--- src/rtl/spix_pkg.sv ---
package spix_pkg;

  localparam logic [11:0] ADR_GLOBAL = 12'h004;
  localparam logic [11:0] ADR_XFER   = 12'h008;
  localparam logic [11:0] ADR_FCTL   = 12'h018;
  localparam logic [11:0] ADR_FSTAT  = 12'h01C;
  localparam logic [11:0] ADR_BURST  = 12'h030;
  localparam logic [11:0] ADR_XMIT   = 12'h034;
  localparam logic [11:0] ADR_BCTL   = 12'h038;
  localparam logic [11:0] ADR_TXPORT = 12'h200;
  localparam logic [11:0] ADR_RXPORT = 12'h300;

  typedef enum logic [1:0] {ENG_IDLE, ENG_LOAD, ENG_SHIFT} eng_state_t;

  // Even edge index = leading edge (leaves rest level), odd = trailing.
  function automatic logic f_shift_edge(input logic cpha, input logic odd);
    return cpha ? ~odd : odd;
  endfunction

  function automatic logic f_sample_edge(input logic cpha, input logic odd);
    return cpha ? odd : ~odd;
  endfunction

  // Pin level for a select line that should be asserted (on) or not.
  function automatic logic f_cs_level(input logic active_low, input logic on);
    return active_low ? ~on : on;
  endfunction

endpackage

--- src/rtl/spix_fifo.sv ---
module spix_fifo #(
  parameter int DEPTH = 64,
  parameter int WIDTH = 8,
  localparam int AW  = (DEPTH > 1) ? $clog2(DEPTH) : 1,
  localparam int CW  = $clog2(DEPTH + 1)
) (
  input  logic             clk,
  input  logic             rst_n,
  input  logic             flush,
  input  logic             push,
  input  logic [WIDTH-1:0] din,
  input  logic             pop,
  output logic [WIDTH-1:0] dout,
  output logic [CW-1:0]    count,
  output logic             full,
  output logic             empty
);

  logic [WIDTH-1:0] mem [DEPTH];
  logic [AW-1:0]    wptr, rptr;
  logic             push_ok, pop_ok;

  assign empty   = (count == '0);
  assign full    = (count == CW'(DEPTH));
  assign pop_ok  = pop && !empty;
  assign push_ok = push && (!full || pop_ok);
  assign dout    = mem[rptr];

  function automatic logic [AW-1:0] f_next(input logic [AW-1:0] p);
    return (p == AW'(DEPTH - 1)) ? '0 : p + 1'b1;
  endfunction

  always_ff @(posedge clk) begin
    if (push_ok && !flush) mem[wptr] <= din;
  end

  always_ff @(posedge clk or negedge rst_n) begin
    if (!rst_n) begin
      wptr  <= '0;
      rptr  <= '0;
      count <= '0;
    end else if (flush) begin
      wptr  <= '0;
      rptr  <= '0;
      count <= '0;
    end else begin
      if (push_ok) wptr <= f_next(wptr);
      if (pop_ok)  rptr <= f_next(rptr);
      count <= count + CW'(push_ok) - CW'(pop_ok);
    end
  end

  a_r3_count_bound: assert property (@(posedge clk) disable iff (!rst_n)
    count <= CW'(DEPTH));

  a_r3_empty_pop: assert property (@(posedge clk) disable iff (!rst_n)
    (empty && pop && !push && !flush) |=> empty);

  a_r10_full_hold: assert property (@(posedge clk) disable iff (!rst_n)
    (full && push && !pop && !flush) |=> full);

endmodule

--- src/rtl/spix_engine.sv ---
module spix_engine
  import spix_pkg::*;
#(
  parameter int CNT_W = 24
) (
  input  logic             clk,
  input  logic             rst_n,
  input  logic             srst,
  input  logic             go,
  input  logic             cpol,
  input  logic             cpha,
  input  logic             pause,
  input  logic [CNT_W-1:0] burst_len,
  input  logic [CNT_W-1:0] xmit_len,
  input  logic             tick,
  input  logic             tx_empty,
  input  logic [7:0]       tx_data,
  output logic             tx_pop,
  output logic             rx_push,
  output logic [7:0]       rx_data,
  output logic             busy,
  output logic             done,
  input  logic             miso,
  output logic             sck,
  output logic             mosi
);

  eng_state_t       state;
  logic [3:0]       edge_cnt;
  logic [CNT_W-1:0] remaining, sent;
  logic [7:0]       txsh, rxsh, load_byte;
  logic             sck_q, mosi_q;
  logic             use_fifo, take_byte, edge_now, last_edge, byte_done;
  logic             shift_now, sample_now, zero_burst;

  assign use_fifo   = (sent < xmit_len);
  assign take_byte  = (state == ENG_LOAD) && !pause && !srst;
  assign load_byte  = (use_fifo && !tx_empty) ? tx_data : 8'h00;
  assign tx_pop     = take_byte && use_fifo && !tx_empty;
  assign edge_now   = (state == ENG_SHIFT) && tick;
  assign shift_now  = edge_now && f_shift_edge(cpha, edge_cnt[0]);
  assign sample_now = edge_now && f_sample_edge(cpha, edge_cnt[0]);
  assign last_edge  = edge_now && (edge_cnt == 4'd15);
  assign byte_done  = last_edge && !srst;
  assign zero_burst = (state == ENG_IDLE) && go && (burst_len == '0) && !srst;
  assign done       = (byte_done && remaining == CNT_W'(1)) || zero_burst;
  assign busy       = (state != ENG_IDLE);
  assign rx_push    = byte_done;
  assign rx_data    = cpha ? {rxsh[6:0], miso} : rxsh;
  assign sck        = sck_q;
  assign mosi       = mosi_q;

  always_ff @(posedge clk or negedge rst_n) begin
    if (!rst_n) begin
      state     <= ENG_IDLE;
      edge_cnt  <= '0;
      remaining <= '0;
      sent      <= '0;
      txsh      <= '0;
      rxsh      <= '0;
      sck_q     <= 1'b0;
      mosi_q    <= 1'b0;
    end else if (srst) begin
      state     <= ENG_IDLE;
      edge_cnt  <= '0;
      remaining <= '0;
      sent      <= '0;
      sck_q     <= cpol;
    end else begin
      unique case (state)
        ENG_IDLE: begin
          sck_q <= cpol;
          if (go && burst_len != '0) begin
            remaining <= burst_len;
            sent      <= '0;
            state     <= ENG_LOAD;
          end
        end
        ENG_LOAD: begin
          if (!pause) begin
            if (cpha) begin
              txsh <= load_byte;
            end else begin
              txsh   <= {load_byte[6:0], 1'b0};
              mosi_q <= load_byte[7];
            end
            if (use_fifo) sent <= sent + 1'b1;
            edge_cnt <= '0;
            state    <= ENG_SHIFT;
          end
        end
        ENG_SHIFT: begin
          if (tick) begin
            sck_q    <= ~sck_q;
            edge_cnt <= edge_cnt + 1'b1;
            if (shift_now) begin
              mosi_q <= txsh[7];
              txsh   <= {txsh[6:0], 1'b0};
            end
            if (sample_now) rxsh <= {rxsh[6:0], miso};
            if (last_edge) begin
              remaining <= remaining - 1'b1;
              state     <= (remaining == CNT_W'(1)) ? ENG_IDLE : ENG_LOAD;
            end
          end
        end
        default: state <= ENG_IDLE;
      endcase
    end
  end

  a_r14_edge_hold: assert property (@(posedge clk) disable iff (!rst_n)
    (state == ENG_SHIFT && !tick && !srst) |=> ($stable(edge_cnt) && $stable(sck_q)));

  a_r6_idle_level: assert property (@(posedge clk) disable iff (!rst_n)
    (state == ENG_IDLE && $past(state) == ENG_IDLE && $stable(cpol)) |-> (sck_q == cpol));

  a_r13_pause_hold: assert property (@(posedge clk) disable iff (!rst_n)
    (state == ENG_LOAD && pause && !srst) |=> (state == ENG_LOAD));

endmodule

--- src/rtl/spix_master.sv ---
module spix_master
  import spix_pkg::*;
#(
  parameter int FIFO_DEPTH = 64,
  parameter int CNT_W      = 24,
  parameter int CS_LINES   = 2,
  localparam int FCW       = $clog2(FIFO_DEPTH + 1)
) (
  input  logic        clk,
  input  logic        rst_n,
  input  logic [11:0] bus_addr,
  input  logic        bus_we,
  input  logic [31:0] bus_wdata,
  input  logic        bus_re,
  output logic [31:0] bus_rdata,
  input  logic        sck_tick,
  output logic        spi_sck,
  output logic        spi_mosi,
  input  logic        spi_miso,
  output logic [CS_LINES-1:0] spi_ss
);

  // global control
  logic g_en, g_master, g_pause, g_srst;
  // transfer control
  logic t_cpha, t_cpol, t_low, t_man, t_lvl, t_start;
  logic [1:0] t_sel;
  // FIFO control and counts
  logic f_rxrst, f_txrst, ovf;
  logic [CNT_W-1:0] burst_len, xmit_len, burst_ctl;

  logic tx_push, tx_pop, tx_full, tx_empty, tx_flush;
  logic rx_push, rx_pop, rx_full, rx_empty, rx_flush;
  logic [7:0] tx_dout, rx_din, rx_dout;
  logic [FCW-1:0] tx_cnt, rx_cnt;
  logic eng_go, eng_busy, eng_done, ovf_event, start_wr;

  assign tx_push   = bus_we && (bus_addr == ADR_TXPORT);
  assign rx_pop    = bus_re && (bus_addr == ADR_RXPORT);
  assign tx_flush  = f_txrst || g_srst;
  assign rx_flush  = f_rxrst || g_srst;
  assign eng_go    = t_start && g_en && g_master;
  assign ovf_event = rx_push && rx_full && !rx_pop;
  assign start_wr  = bus_we && (bus_addr == ADR_XFER) && bus_wdata[31];

  always_ff @(posedge clk or negedge rst_n) begin
    if (!rst_n) begin
      {g_en, g_master, g_pause, g_srst} <= '0;
      {t_cpha, t_cpol, t_low, t_man, t_lvl, t_start} <= '0;
      t_sel     <= '0;
      {f_rxrst, f_txrst, ovf} <= '0;
      burst_len <= '0;
      xmit_len  <= '0;
      burst_ctl <= '0;
    end else begin
      f_rxrst <= 1'b0;
      f_txrst <= 1'b0;
      g_srst  <= 1'b0;
      if (eng_done) t_start <= 1'b0;
      if (rx_flush) ovf <= 1'b0;
      else if (ovf_event) ovf <= 1'b1;
      if (bus_we) begin
        unique case (bus_addr)
          ADR_GLOBAL: begin
            g_en     <= bus_wdata[0];
            g_master <= bus_wdata[1];
            g_pause  <= bus_wdata[7];
            g_srst   <= bus_wdata[31];
          end
          ADR_XFER: begin
            t_cpha  <= bus_wdata[0];
            t_cpol  <= bus_wdata[1];
            t_low   <= bus_wdata[2];
            t_sel   <= bus_wdata[5:4];
            t_man   <= bus_wdata[6];
            t_lvl   <= bus_wdata[7];
            t_start <= bus_wdata[31];
          end
          ADR_FCTL: begin
            f_rxrst <= bus_wdata[15];
            f_txrst <= bus_wdata[31];
          end
          ADR_BURST: burst_len <= bus_wdata[CNT_W-1:0];
          ADR_XMIT:  xmit_len  <= bus_wdata[CNT_W-1:0];
          ADR_BCTL:  burst_ctl <= bus_wdata[CNT_W-1:0];
          default: ;
        endcase
      end
      if (g_srst) begin
        t_start   <= 1'b0;
        burst_len <= '0;
        xmit_len  <= '0;
        ovf       <= 1'b0;
      end
    end
  end

  always_comb begin
    bus_rdata = '0;
    unique case (bus_addr)
      ADR_GLOBAL: bus_rdata = {g_srst, 23'd0, g_pause, 5'd0, g_master, g_en};
      ADR_XFER:   bus_rdata = {t_start, 23'd0, t_lvl, t_man, t_sel, 1'b0, t_low, t_cpol, t_cpha};
      ADR_FCTL:   bus_rdata = {f_txrst, 15'd0, f_rxrst, 15'd0};
      ADR_FSTAT:  bus_rdata = {15'd0, ovf, 8'(tx_cnt), 8'(rx_cnt)};
      ADR_BURST:  bus_rdata = 32'(burst_len);
      ADR_XMIT:   bus_rdata = 32'(xmit_len);
      ADR_BCTL:   bus_rdata = 32'(burst_ctl);
      ADR_RXPORT: bus_rdata = {24'd0, rx_dout};
      default:    bus_rdata = '0;
    endcase
  end

  spix_fifo #(.DEPTH(FIFO_DEPTH), .WIDTH(8)) u_txq (
    .clk(clk), .rst_n(rst_n), .flush(tx_flush), .push(tx_push),
    .din(bus_wdata[7:0]), .pop(tx_pop), .dout(tx_dout), .count(tx_cnt),
    .full(tx_full), .empty(tx_empty)
  );

  spix_fifo #(.DEPTH(FIFO_DEPTH), .WIDTH(8)) u_rxq (
    .clk(clk), .rst_n(rst_n), .flush(rx_flush), .push(rx_push),
    .din(rx_din), .pop(rx_pop), .dout(rx_dout), .count(rx_cnt),
    .full(rx_full), .empty(rx_empty)
  );

  spix_engine #(.CNT_W(CNT_W)) u_eng (
    .clk(clk), .rst_n(rst_n), .srst(g_srst), .go(eng_go),
    .cpol(t_cpol), .cpha(t_cpha), .pause(g_pause),
    .burst_len(burst_len), .xmit_len(xmit_len), .tick(sck_tick),
    .tx_empty(tx_empty), .tx_data(tx_dout), .tx_pop(tx_pop),
    .rx_push(rx_push), .rx_data(rx_din), .busy(eng_busy), .done(eng_done),
    .miso(spi_miso), .sck(spi_sck), .mosi(spi_mosi)
  );

  for (genvar i = 0; i < CS_LINES; i++) begin : g_cs
    logic chosen;
    assign chosen = (t_sel == 2'(i));
    assign spi_ss[i] = t_man ? (chosen ? t_lvl : f_cs_level(t_low, 1'b0))
                             : f_cs_level(t_low, chosen && eng_busy);
  end

  a_r4_start_clears: assert property (@(posedge clk) disable iff (!rst_n)
    (eng_done && !start_wr) |=> !t_start);

  a_r10_ovf_set: assert property (@(posedge clk) disable iff (!rst_n)
    (ovf_event && !rx_flush) |=> ovf);

  a_r12_srst_idle: assert property (@(posedge clk) disable iff (!rst_n)
    g_srst |=> (!eng_busy && !t_start && rx_empty && tx_empty));

  a_r11_flush_clear: assert property (@(posedge clk) disable iff (!rst_n)
    (f_rxrst && !(bus_we && bus_addr == ADR_FCTL)) |=> !f_rxrst);

endmodule

--- config.mk ---
export PLATFORM = sky130hd
export DESIGN_NAME = spix_master
export DESIGN_NICKNAME = d
export VERILOG_FILES = /design/src/rtl/spix_pkg.sv /design/src/rtl/spix_fifo.sv /design/src/rtl/spix_engine.sv /design/src/rtl/spix_master.sv
export SDC_FILE = /design/constraint.sdc
export NUM_CORES = 1
export LEC_CHECK = 0
export BUFFER_PORTS_ARGS = -buffer_cell sky130_fd_sc_hd__buf_4
export CORE_MARGIN = 8
export CORE_UTILIZATION = 30
export DETAILED_ROUTE_END_ITERATION = 10
export PLACE_DENSITY_LB_ADDON = 0.05
export SLEW_MARGIN = 20
export SYNTH_ARGS = -nofsm -noshare
export SYNTH_HDL_FRONTEND = slang
export SYNTH_SLANG_ARGS = --single-unit
--- constraint.sdc ---
create_clock -name clk -period 4.85 [get_ports clk]
set_input_delay 0.2425 -clock clk [delete_from_list [all_inputs] [get_ports clk]]
set_output_delay 0.2425 -clock clk [all_outputs]
set_load 0.03 [all_outputs]
**Word level (Yosys, flattened, before mapping)**

Memory sizes are Yosys's and may differ from the RTL's.
Cells that the tools add are included.

- RAM bits: 1024
- Logic and storage cells: 237
- Memories: 2
- Register bits after elaboration: 197
- Bits of input ports: 50

Memories:

| name | depth | bits a word | read ports | clocked after memory_dff | write ports | RTL line | source |
|---|---|---|---|---|---|---|---|
| u_rxq.mem | 64 | 8 | 1 | 0 | 1 | spix_fifo.sv:19 | `logic [WIDTH-1:0] mem [DEPTH];` |
| u_txq.mem | 64 | 8 | 1 | 0 | 1 | spix_fifo.sv:19 |  |

- Multiplexer cells: 83
- Reduce and logical (&&, ||, !) cells: 75
- Bitwise logic cells: 5
- $lt $le $gt $ge: 1
- Eq/ne operators: 29
- Add/subtract/negate cells: 11

Operators by type and width:

| operator | count |
|---|---|
| $mux W24 | 14 |
| $pmux W32 S8 | 1 |
| $pmux W24 S2 | 2 |
| $mux W6 | 12 |
| $mux W8 | 6 |
| $eq A12 B6 Y1 const B | 3 |
| $mux W1 | 33 |
| $logic_and A1 B1 Y1 | 29 |
| $add A24 B1 Y24 const B | 1 |
| $add A6 B1 Y6 const B | 4 |
| $eq A12 B10 Y1 const B | 2 |
| $eq A12 B5 Y1 const B | 2 |
| $eq A24 B1 Y1 const B | 1 |
| $eq A6 B6 Y1 const B | 4 |
| $logic_not A24 Y1 | 1 |
| $lt A24 B24 Y1 | 1 |
| $reduce_bool A24 Y1 | 1 |
| $sub A24 B1 Y24 const B | 1 |
| $reduce_bool A2 Y1 | 9 |
| $pmux W8 S2 | 1 |
| $reduce_and A4 Y1 | 4 |
| $add A7 B1 Y7 | 2 |
| $eq A7 B7 Y1 const B | 2 |
| $logic_not A7 Y1 | 2 |
| 26 further kinds | 66 |

**Depth between registers and ports, before layout**

- Depth in word-level cells: 11
- Depth in mapped cells: 19

**Cells and area by module**

Synthesis repeated with hierarchy kept, for this count alone.

- Cells, all modules: 3038
- Area total of the unflattened synthesis: 51391.8 um2

Modules (own cells, without submodules):

| module | instances | cells an instance | area each (um2) | seq. area each (um2) |
|---|---|---|---|---|
| spix_fifo | 2 | 1042 | 20952.6 | 15850.2 |
| spix_engine | 1 | 591 | 4958.5 | 1801.7 |
| spix_master | 1 | 363 | 4528.1 | 2177.1 |

**Worst setup path before layout**

No wires, ideal clock.

- Kind: flip-flop to flip-flop
- Start: register u_eng.sent[15]
- End: register u_txq.count[6]
- Path buffers: 1
- Data required time: 4714 ps
- Library setup time: 136 ps
- Setup slack: 1086 ps
- Cell stages (with the launch flop): 19
- Data arrival time: 3628 ps
- Cell sequence: dfrtp_1 ha_1 a21oi_1 o21ai_1 a22oi_1 o211ai_4 nor4_2 buf_2 ha_1 inv_1 ha_1 inv_1 fa_1 nand2b_1 a21oi_1 o21ai_0 a21oi_1 or3_1 a21oi_1

- Word-level cells in the longest chain between the ends: 9

RTL lines:

| what | RTL line | source |
|---|---|---|
| start, declared | spix_engine.sv:30 | `logic [CNT_W-1:0] remaining, sent;` |
| start signal, assigned | spix_engine.sv:87 | `if (use_fifo) sent <= sent + 1'b1;` |
| $lt A24 B24 Y1 (*) | spix_engine.sv:36 | `assign use_fifo = (sent < xmit_len);` |
| $logic_and A1 B1 Y1 (*) (2 in a row) | spix_engine.sv:39 | `assign tx_pop = take_byte && use_fifo && !tx_empty;` |
| $logic_and A1 B1 Y1 (*) | spix_fifo.sv:25 | `assign pop_ok = pop && !empty;` |
| $logic_or A1 B1 Y1 | spix_fifo.sv:26 | `assign push_ok = push && (!full \|\| pop_ok);` |
| $logic_and A1 B1 Y1 | spix_fifo.sv:26 |  |
| $add A7 B1 Y7 | spix_fifo.sv:49 | `count <= count + CW'(push_ok) - CW'(pop_ok);` |
| $sub A7 B1 Y7 (*) | spix_fifo.sv:49 |  |
| $mux W7 (*) | spix_fifo.sv:42 | `end else if (flush) begin` |
| end signal, assigned | spix_fifo.sv:49 |  |
| end, declared | spix_fifo.sv:14 | `output logic [CW-1:0] count,` |

Mark *: on every way between the ends. The rest lies on a longest branch, timed or not.
A chain may end at the register's enable or synchronous reset.

**Worst setup path in the final report**

- Start: register u_rxq.rptr[1]
- End: output bus_rdata[2]

- Word-level cells in the longest chain between the ends: 2

RTL lines:

| what | RTL line | source |
|---|---|---|
| start, declared | spix_fifo.sv:20 | `logic [AW-1:0] wptr, rptr;` |
| start signal, assigned | spix_fifo.sv:48 | `if (pop_ok) rptr <= f_next(rptr);` |
| $mem_v2 Z64 W8 | -- |  |
| $pmux W32 S8 | spix_master.sv:100 | `unique case (bus_addr)` |
| end, declared | spix_master.sv:15 | `output logic [31:0] bus_rdata,` |

Every way passes these cells.

==> results.txt <==
----------------------------------------------------
[Worst hold path]
  Hold Path Stages ... 3
  Hold worst-path end ... g_srst$_DFF_PN0_
  Worst min-delay path class ... in -> reg
  Worst min-delay path startpoint ... bus_addr[3]

[Finish]
  Fill cell instance count of the final layout ... about 16000
  Commonest cells after routing, fill and taps aside ... sky130_fd_sc_hd__edfxtp_1, sky130_fd_sc_hd__buf_4, sky130_fd_sc_hd__nor2_1, sky130_fd_sc_hd__mux4_2, sky130_fd_sc_hd__dfrtp_1
  P&R area growth vs syn ... 17.4%
  Final non-filler cell area ... 59900 sq um
  Footprint of the flip-flops and latches ... between 30000 and 40000 sq um
  Layout net count ... 3405
  Commonest non-fill, non-tap cell in the layout ... sky130_fd_sc_hd__edfxtp_1
  Count of inserted antenna diode cells ... 0
  Layout cells sized above 1 ... between 20 and 25%
  Combined area of the multi-input logic cells ... 14200 sq um

[Setup path]
  Critical Path End Type ... primary output
  Peak per-stage delay on the critical path ... around 850 ps
  Crit path cell chain ... buf_4 -> mux4_2 -> mux4_2 -> nand2_1 -> o31ai_1 -> nand2_1 -> nand4b_1 -> buf_4
  Path depth of the worst reg2reg path ... 18
  Crit path launch type ... flip-flop
  Critical path arrival ... 4160 ps
  Maximum fanout encountered on the critical timing path ... 40
  Critical Path RT ... 4610 ps
  Reg2Reg Launch Point ... xmit_len[23]$_DFFE_PN0P_
  Path type of the worst setup path ... reg -> out
  Reg2reg end ... u_txq.count[6]$_DFF_PN0_
  Register-to-register path setup slack ... 770 ps
  Buffer and inverter count on the worst path ... 2
  Max stage delay cell, worst path ... sky130_fd_sc_hd__dfrtp_4
  Kind of cell adding the most delay to the critical path ... multiplexers

[Yosys]
  Dominant combinational cell family by area after synthesis ... multiplexers
  Post-synth top area share ... 60.3%
  Synthesized netlist cell count ... between 3000 and 4000
  Register bit total from synthesis ... around 1200
  Number of flops mapped to enable cells by yosys ... between 1000 and 1500
  Largest area contributor in the synthesized netlist ... sky130_fd_sc_hd__edfxtp_1
  Post-Synth Adder-Cell Area ... 1.28%
  Share of the synthesized area in compound gates (AO/OA/AOI/OAI) ... 7.13%
  Share of flip-flops with an asynchronous set or reset ... 16.1%
  Main synth FF type ... sky130_fd_sc_hd__edfxtp_1
  Cell types with the largest area share after synthesis ... sky130_fd_sc_hd__edfxtp_1, sky130_fd_sc_hd__dfrtp_1, sky130_fd_sc_hd__mux4_2
  Sequential element share of the synthesized area ... 69.9%
  Number of distinct library cells after synthesis ... 81
  Xor and xnor area share after synthesis ... 0.257%
  Avg Synthesized Cell Area ... 16.6 sq um
  Area share of and/or/nand/nor cells after synthesis ... between 5 and 6%
  Summed instance area of the synthesized netlist ... 51000 sq um
  Mux contribution to synthesized area ... 13.3%
  Count of synthesis-stage warnings from yosys ... 0

[GRT]
  Initial antenna violation count ... 0
  Number of global-route vias before repair ... roughly 30000
  Residual overflow from global routing ... 0
  Total routing usage reported by global routing ... 15.9%
  First-pass GRT wire length ... 217000 microns
  Maximum number of pins on one net before global-route repair ... 107

[STA]
  Clock period minus final worst setup slack ... 4410 ps
  Number of slew-limit violations in the final report ... 0
  Hold Violations, Final ... 0
  Clock skew ... around 26 ps
  Max frequency ... ~230 MHz
  Transition time of the tightest slew-check pin ... 1080 ps
  Worst-case setup margin in the final layout ... between 400 and 500 ps
  Setup TNS Final ... 0 ps
  Hold slack ... roughly 84 ps
  Setup repair after global routing missed its margin ... no
  Share of the cycle needed by the critical path after routing ... between 90% and 100%
  Worst max-slew margin expressed relative to the limit ... 27.8%
  Number of failing setup endpoints in the final timing report ... 0

[Die]
  Starting density of the core ... 30.2%
  Vert. Die Dim ... between 400 and 500 microns
  Die boundary width ... roughly 430 microns
  Top-level I/O count ... between 80 and 90
  Die outline area ... ~180000 sq um
  Rows ... about 150
  Placeable core area ... between 150000 and 200000 sq um

[Clock tree]
  Number of clock sinks ... 1221
  Clock edge transition at the registers on the reported setup and hold paths ... 60 ps
  Maximum count of clock buffers along a single path ... 3
  Later-pin clock latency in the skew report ... about 770 ps
  Root Driver ... sky130_fd_sc_hd__clkbuf_16
  H-Tree Depth ... 4
  TritonCTS clock tree ... done
  # resized after CTS ... 0
  TritonCTS Buffers ... ~150

[Pwr]
  Static leakage power ... between 15 and 20 nW
  Switching Share ... approximately 27%
  Max VDD drop ... 366 uV
  Switching power ... 0.00733 W
  Sequential group share of total power ... between 40% and 50%
  Clock network power share ... approximately 40%
  Logic gate share of total power ... 14.2%
  Internal Power ... about 0.02 W
  Power density over the cells ... 454 nW/um^2
  Total power of the final layout ... 0.0272 W

[Flow run]
  Total of max-cap violations ... 0

[Detailed routing]
  Routed vias ... 28900
  Violation count after the first detailed-routing iteration ... about 2400
  Total length of routed wires ... around 150000 microns
  Number of nets with antenna violations after routing ... 0
  Via/cell ratio ... 5.12
  First-pass iteration count of the detailed router ... 6
  Routed len/inst ... 26.5 microns
  # DRC ... 0

[Run status]
  Result of the run ... finished, final reports clean

[Placed design]
  Pre-CTS worst setup slack ... 725 ps
  Routability Congestion ... 0.783
  Number of input and output port buffers inserted ... 71
  Area post-placement ... 54900 sq um
  Dpl hpwl ... 96300 microns

----------------------------------------------------
-- logic make-up after synthesis --
family,count (synthesis)
flops,1221
xor+xnor,15
simple gates,596
buf+inv,260
other cells,1
compound gates,518
mux,412
fa+ha+maj,51
-- area by class of cell --
class                   instances  area share (%)
clock inverters                86            1.54
multi-input cells            1599            23.8
clock buffers                 179            6.43
flip-flops and latches       1221            59.6
well taps                    2218            4.63
inverters                      73           0.457
repair buffers                264            3.57
-- Yosys cell counts (all sizes together), types with 5 or more instances --
library cell / instances
nand4: 28
a22oi: 29
a222oi: 19
nand4b: 7
or2: 6
mux2i: 119
o21ai: 117
edfxtp: 1024
clkbuf: 105
or4: 11
nor4: 29
nor2: 212
inv: 73
a211o: 7
nor2b: 12
mux4: 206
xnor2: 10
and3: 15
nand3: 28
a21o: 8
buf: 82
nand2: 136
dfrtp: 197
or3: 22
mux2: 87
o22ai: 18
a211oi: 18
and2: 6
o221ai: 47
nand3b: 7
xor2: 5
a221oi: 38
nand2b: 18
o31ai: 10
a31oi: 6
ha: 49
nor3: 27
nor3b: 19
a21oi: 106
a22o: 57
-- power by group through the flow --
| stage | clock network [W] | logic, W | registers, W |
|---|---|---|---|
| floorplan | 0 | 0.00257 | 0.0125 |
| global placement | 0 | 0.00385 | 0.0127 |
| detailed placement | 0 | 0.00392 | 0.0127 |
| CTS | 0.0112 | 0.00395 | 0.0125 |
| global route | 0.0116 | 0.00423 | 0.0125 |
| finish | 0.0109 | 0.00386 | 0.0125 |
-- worst max-delay path by stage --
stage | from | to | slack [ps] | cells after the start
5_1_grt | u_rxq.rptr[1]$_DFFE_PN0P_ | bus_rdata[3] | 170 | 8
2_1_floorplan | u_eng.sent[15]$_DFFE_PN0P_ | u_txq.count[6]$_DFF_PN0_ | 1090 | 18
3_3_place_gp | xmit_len[23]$_DFFE_PN0P_ | u_txq.count[6]$_DFF_PN0_ | 740 | 18
6_report | u_rxq.rptr[1]$_DFFE_PN0P_ | bus_rdata[2] | 440 | 8
3_5_place_dp | xmit_len[23]$_DFFE_PN0P_ | u_txq.count[6]$_DFF_PN0_ | 720 | 18
4_1_cts | u_rxq.rptr[1]$_DFFE_PN0P_ | bus_rdata[3] | 210 | 8
-- metrics by stage --
step	util, %	cells
after floorplan	-	3080
after global placement	32.5	5350
after detailed placement	32.5	5350
after CTS	35.4	5640
after global routing	35.4	5640
final	35.4	5640
-- worst register-to-register path, stage by stage (launching register included) --
cell and delay [ps]:
sky130_fd_sc_hd__dfrtp_1 420, sky130_fd_sc_hd__inv_1 80, sky130_fd_sc_hd__ha_1 310, sky130_fd_sc_hd__nand4_1 160
sky130_fd_sc_hd__nor4_1 430, sky130_fd_sc_hd__nand2_1 160, sky130_fd_sc_hd__o211ai_4 420, sky130_fd_sc_hd__nor4_4 100
sky130_fd_sc_hd__ha_1 300, sky130_fd_sc_hd__inv_1 70, sky130_fd_sc_hd__ha_1 160, sky130_fd_sc_hd__inv_1 60
sky130_fd_sc_hd__fa_1 400, sky130_fd_sc_hd__nand2b_1 180, sky130_fd_sc_hd__a21oi_1 200, sky130_fd_sc_hd__o21ai_0 120
sky130_fd_sc_hd__a21oi_1 190, sky130_fd_sc_hd__or3_1 130, sky130_fd_sc_hd__a21oi_1 60
-- timing repair --
item / in CTS / in global routing
setup buffers: 0 / 0
hold buffers: 25 / 0
hold endpoints to repair: 195 / 0
-- metal layers --
metal,track usage (%),routed length (microns),vias up
li1,-,-,12800
met1,20.7,64500,15300
met2,27.8,76300,632
met3,2.36,5710,194
met4,4.11,3000,0
met5,0,0,-
-- registers in the layout, indices dropped and copies added (netlist names), 6 cells and up --
signal           cells
burst_ctl           24
burst_len           24
u_eng.remaining     24
u_eng.rxsh           8
u_eng.sent          24
u_eng.txsh           8
u_rxq.count          7
u_rxq.mem          512
u_rxq.rptr           6
u_rxq.wptr           6
u_txq.count          7
u_txq.mem          512
u_txq.rptr           6
u_txq.wptr           6
xmit_len            24
(Power assumes the default switching activity.)
